--- src/rtl/sdram_lp_ctrl.sv ---
module sdram_lp_ctrl #(
  parameter int T_RFC   = 10,
  parameter int N_BURST = 1,
  parameter int T_PDX   = 1
) (
  input  logic       clk,
  input  logic       rst_n,
  input  logic       sleep_req,
  input  logic       sleep_mode,
  input  logic       banks_idle,
  output logic       cke,
  output logic [3:0] cmd,
  output logic       ready,
  output logic       asleep
);
  localparam int MAXT = (T_RFC > T_PDX) ? T_RFC : T_PDX;
  localparam int CW   = (MAXT > 1) ? $clog2(MAXT) : 1;
  localparam int RW   = (N_BURST > 1) ? $clog2(N_BURST) : 1;
  localparam logic [3:0] NOP = 4'b0111;
  localparam logic [3:0] REF = 4'b0001;

  typedef enum logic [2:0] {S_RUN, S_AREF, S_ARW, S_ENT, S_SLP, S_WAKE} st_t;

  st_t           st;
  logic [CW-1:0] cnt;
  logic [RW-1:0] nref;
  logic          sr_q, post_q;

  always_ff @(posedge clk or negedge rst_n) begin
    if (!rst_n) begin
      st     <= S_RUN;
      cnt    <= '0;
      nref   <= '0;
      sr_q   <= 1'b0;
      post_q <= 1'b0;
    end else begin
      case (st)
        S_RUN:
          if (sleep_req && banks_idle) begin
            sr_q   <= sleep_mode;
            post_q <= 1'b0;
            nref   <= '0;
            st     <= (sleep_mode && N_BURST > 0) ? S_AREF : S_ENT;
          end
        S_AREF: begin
          cnt <= CW'(T_RFC - 1);
          st  <= S_ARW;
        end
        S_ARW:
          if (cnt != '0)
            cnt <= cnt - 1'b1;
          else if (nref == RW'(N_BURST - 1))
            st <= post_q ? S_RUN : S_ENT;
          else begin
            nref <= nref + 1'b1;
            st   <= S_AREF;
          end
        S_ENT:
          st <= S_SLP;
        S_SLP:
          if (!sleep_req) begin
            cnt <= sr_q ? CW'(T_RFC - 1) : CW'(T_PDX - 1);
            st  <= S_WAKE;
          end
        S_WAKE:
          if (cnt != '0)
            cnt <= cnt - 1'b1;
          else if (sr_q && N_BURST > 0) begin
            post_q <= 1'b1;
            nref   <= '0;
            st     <= S_AREF;
          end else
            st <= S_RUN;
        default:
          st <= S_RUN;
      endcase
    end
  end

  assign cke    = !(st == S_ENT || st == S_SLP);
  assign cmd    = (st == S_AREF || (st == S_ENT && sr_q)) ? REF : NOP;
  assign ready  = (st == S_RUN);
  assign asleep = (st == S_SLP);
endmodule

--- config.mk ---
export PLATFORM = sky130hd
export DESIGN_NAME = sdram_lp_ctrl
export DESIGN_NICKNAME = d
export VERILOG_FILES = /design/src/rtl/sdram_lp_ctrl.sv
export SDC_FILE = /design/constraint.sdc
export NUM_CORES = 1
export LEC_CHECK = 0
export ABC_AREA = 1
export BUFFER_PORTS_ARGS = -buffer_cell sky130_fd_sc_hd__buf_2
export CAP_MARGIN = 25
export CELL_PAD_IN_SITES_DETAIL_PLACEMENT = 2
export CELL_PAD_IN_SITES_GLOBAL_PLACEMENT = 2
export CORE_UTILIZATION = 28
export CTS_CLUSTER_SIZE = 40
export DETAILED_ROUTE_END_ITERATION = 10
export GPL_ROUTABILITY_DRIVEN = 0
export PLACE_DENSITY = 0.8
export SLEW_MARGIN = 15
export SYNTH_ARGS = -nofsm -noshare
export SYNTH_HDL_FRONTEND = slang
export SYNTH_SLANG_ARGS = --single-unit
export TNS_END_PERCENT = 50
--- constraint.sdc ---
create_clock -name clk -period 1.6 [get_ports clk]
set_clock_uncertainty 0.05 [all_clocks]
set_input_delay 0.32 -clock clk [delete_from_list [all_inputs] [get_ports clk]]
set_output_delay 0.32 -clock clk [all_outputs]
set_load 0.1 [all_outputs]
# Word level (Yosys, flattened, before mapping)
# Cells that the tools add are included.
totals:
  reg_bits: 10
  input_bits: 5
  out_inout_bits: 7
  elab_cells: 57
classes:
  n_addsub: 2
  eq_ne: 11
  n_mux: 23
  n_reduce_logical: 16
ops:
  columns: ["operator", "n"]
  rows:
  - ["case mux 3 bit (6 select lines)", 1]
  - ["two-way mux 3 bit", 5]
  - ["two-way mux 4 bit", 3]
  - ["case mux 4 bit (3 select lines)", 1]
  - ["two-way mux 1 bit", 8]
  - ["!= test 2 bit, second input constant", 4]
  - ["AND reduction 4 bit", 2]
  - ["== test 3 x 2 -> 1 bit, second input constant", 2]
  - ["== test 3 bit, second input constant", 2]
  - ["two-way mux 2 bit", 3]
  - ["nonzero test 3 bit", 2]
  - ["AND reduction 5 bit", 1]
  - ["!= test 2 x 1 -> 1 bit, second input constant", 2]
  - ["nonzero test 4 bit", 1]
  - ["subtractor 4 x 1 -> 4 bit, second input constant", 1]
  - ["== test 3 x 1 -> 1 bit, second input constant", 1]
  - ["logical NOT 3 bit", 1]
  - ["case mux 1 bit (3 select lines)", 1]
  - ["AND reduction 3 bit", 1]
  - ["logical AND 1 bit", 2]
  - ["logical OR 1 bit", 2]
  - ["case mux 1 bit (2 select lines)", 1]
  - ["AND reduction 2 bit", 1]
  - ["nonzero test 2 bit", 1]
  - ["other kinds (3)", 3]

# Logic depth before layout (Yosys ltp)
logic_depth:
  ltp_word: 4
  ltp_mapped: 9
  mapped_depth_nobuf: 9

# Worst setup path before layout
# No wires, ideal clock.
synth_timing:
  path_kind: "flip-flop to output port"
  from: "register st[1]"
  to: "output cmd[2]"
  arrival_time_ns: 2.499
  required_ns: 1.230
  slack_ns: -1.269
  stages_incl_launch_ff: 4
  path_cell_list: "dfrtp_1 inv_1 o211ai_1 buf_4"
synth_via:
  elab_chain_len: 4
  elab_cells_between_ends: 5
  cone_classes: "eq/ne: 2; mux: 1; reduce/logical: 2"
synth_rtl:
  columns: ["item", "line_no", "text"]
  rows:
  - ["from (decl)", "24", "st_t st;"]
  - ["from (signal assigned)", "43", "st <= (sleep_mode && N_BURST > 0) ? S_AREF : S_ENT;"]
  - ["from (signal assigned)", "53", "st <= post_q ? S_RUN : S_ENT;"]
  - ["== test 3 x 2 -> 1 bit", "81", "assign cmd = (st == S_AREF || (st == S_ENT && sr_q)) ? REF : NOP;"]
  - ["logical AND 1 bit", "81", null]
  - ["logical OR 1 bit *", "81", null]
  - ["two-way mux 3 bit *", "81", null]
  - ["to (decl)", "12", "output logic [3:0] cmd,"]
# Every way passes the cells marked *; elsewhere a longest branch is shown, timed or not.

# Final worst setup path
layout_timing:
  from: "register st[2]"
  to: "output cmd[1]"
# The elaborated chain is that of the path after synthesis.

==> impl_metrics.json <==
{
  "status": "finished with violations",
  "violations": "negative setup slack",
  "drive_above_1_share_pct": 41.5,
  "crit_fanout": 4,
  "yosysTopAreaCellShare_pct": 32.1,
  "worstReg2RegStart": "cnt[1]",
  "root_buffer": "clkbuf_4",
  "hold_path.class": "input pin to flop",
  "grt_overflow": 0,
  "r2r_slack_ns": 0.06,
  "fin_setup_tns_ns": -0.240,
  "cp_slowest_cell": "dfrtp_1",
  "clk_path_buf_depth": 2,
  "synthCells": 109,
  "use_met2_pct": 42.9,
  "fin_nets": 142,
  "clk_pin_slew_ns": 0.07,
  "drt_wl_total_mm": 2.71,
  "cts_num_sinks": 9,
  "grt-busiest-layer": "met2",
  "rows": 17,
  "slew_viol_final": 0,
  "path_class": "flop to output port",
  "path_cells": "inv_2 > buf_6 > o211ai_1 > buf_4 > buf_12",
  "drtIter0Drc": 4,
  "finalHoldViolCount": 0,
  "antenna_found_initial": 0,
  "fin_ws_ns": -0.0649,
  "io_pins": 12,
  "use_met3_pct": 1.75,
  "ant_nets": 0,
  "grt_pass1_wl_mm": 4.24,
  "grt_use_total_pct": 22.4,
  "end_kind": "output port",
  "maxCapViolCount": 0,
  "ys_top_cells_by_area": "dfrtp_1, nand2_1, inv_1, nor2_1, nand3_1",
  "yosysTopAreaCell": "dfrtp_1",
  "dr.pass1.iters": 2,
  "num_vias": 774,
  "hpwl_mm": 1.86,
  "diodes": 0,
  "ys_seq_area_share_pct": 32.1,
  "coreArea_um2": 2300,
  "fillers": 270,
  "drc": 0,
  "crit_path_max_incr_delay_ns": 0.44,
  "worstSetupStartpoint": "st[2]",
  "ys_types": 21,
  "die_h_um": 52.1,
  "max_freq_ghz": 0.601,
  "endpoint": "cmd[1]",
  "path_buf_inv": 4,
  "fin_crit_sh_pct": 104,
  "grt_max_degree": 10,
  "start_kind": "flop",
  "wire_per_inst_um": 16.6,
  "syn_area_um2": 702,
  "syn_area_per_cell_um2": 6.44,
  "met1_usage_pct": 27.3,
  "cp.required_ns": 1.23,
  "dieArea_um2": 2710,
  "die_width_um": 52.1,
  "cts_buffers": 3,
  "htreeDepth": 1,
  "crit_cells": 5,
  "yosysWarnings": 0,
  "fin_crit_ns": 1.66,
  "critPathTopFamily": "buffers and inverters",
  "routed_via_density": 4.75,
  "grt_pass1_vias": 857,
  "io_buffer_count": 9,
  "synth-seq-cells": 9,
  "clock_latency_ns": 0.26,
  "start_util_pct": 30.6,
  "areaGrowthSynthToFinish_pct": 46.3,
  "tritoncts": "built",
  "rsz0062_at_grt": "true",
  "cp.arrival_ns": 1.29,
  "finalSetupViolCount": 5,
  "rr_worst_depth": 9,
  "synth_nets": 115,
  "reg2reg_to": "st[2]"
}
==> final cells by class <==
| class | count | area [µm²] | share of cell area (%) |
|---|---|---|---|
| clock buffers | 4 | 26.3 | 2.56 |
| repair buffers | 25 | 246 | 24.0 |
| inverters | 20 | 75.1 | 7.31 |
| flip-flops and latches | 9 | 226 | 22.0 |
| well taps | 28 | 35.0 | 3.41 |
| multi-input cells | 77 | 418 | 40.7 |
==> cell families after synthesis <==
family | Yosys count | synth area share [%]
DFF | 9 | 32.1
and+or+nand+nor | 67 | 45.5
AOI/OAI and AO/OA | 7 | 5.70
buffers and inverters | 23 | 13.9
other | 2 | 1.07
adders and majority gates | 1 | 1.78
==> Yosys cell counts <==
cell type and instances:
nand2_1 33, nand3_2 2, ha_1 1, o21ai_0 3, a21oi_1 2, inv_2 2, dfrtp_1 9, nor2_1 11
o21bai_1 1, nand2_4 1, nor3_2 1, nand2_2 6, conb_1 2, nor2_2 3, nand3_1 8, clkinv_1 1
nor2_4 1, inv_1 17, o211ai_1 1, nor3_1 1, buf_4 3
==> layer usage <==
metal	part of all wire, %	up-vias
met1	47	389
met3	0.74	2
met4	0.78	0
li1	-	375
met5	0	-
met2	52	8
==> worst min-delay path, stage by stage <==
cell and delay, ns:
buf_2 0.11, nand2_1 0.05, o21ai_0 0.06
==> placed cells by master (no fill, tap or decap), types with 3 or more instances in the layout <==
cell type and count:
buf_12 5, buf_2 4, buf_4 14, clkbuf_4 3, dfrtp_1 8, inv_1 11
inv_2 9, nand2_1 32, nand2_2 6, nand3_1 8, nor2_1 11, nor2_4 3
==> metrics by stage <==
step	setup slack [ns]	utilization, %	hold slack [ns]	area (µm²)	std cells
after global routing	-0.106	44.7	0.297	1030	163
after CTS	-0.0486	42.3	0.257	972	158
after floorplan	-1.26	-	-0.0256	712	109
after global placement	-0.0400	38.1	0.139	875	147
final	-0.0649	44.7	0.266	1030	163
after detailed placement	-0.117	38.1	0.136	875	147
==> sequential cells by signal (all words and copies together) (netlist names) <==
name and count:
sr_q 1, cnt 4, post_q 1, st 3
==> how the worst min path moves through the flow <==
stage / from / end / cells after the start
final: sleep_mode / sr_q / 3
after global routing: sleep_mode / sr_q / 3
after CTS: sleep_mode / sr_q / 3
after detailed placement: rst_n / sr_q / 1
after global placement: rst_n / sr_q / 1
after floorplan: rst_n / cnt[0] / 0
==> repair_timing <==
action | 4_1_cts | 5_1_grt
hold buffers | 1 | 0
setup endpoints to repair | 12 | 13
buffers inserted | 6 | 5
endpoints found under the hold margin | 9 | 0
gates resized for setup | 7 | 7
pin swaps | 4 | 4
Power is left out: the tool's default activity adds up to more than one toggle a clock period on the data nets, which glitch-free logic cannot reach.
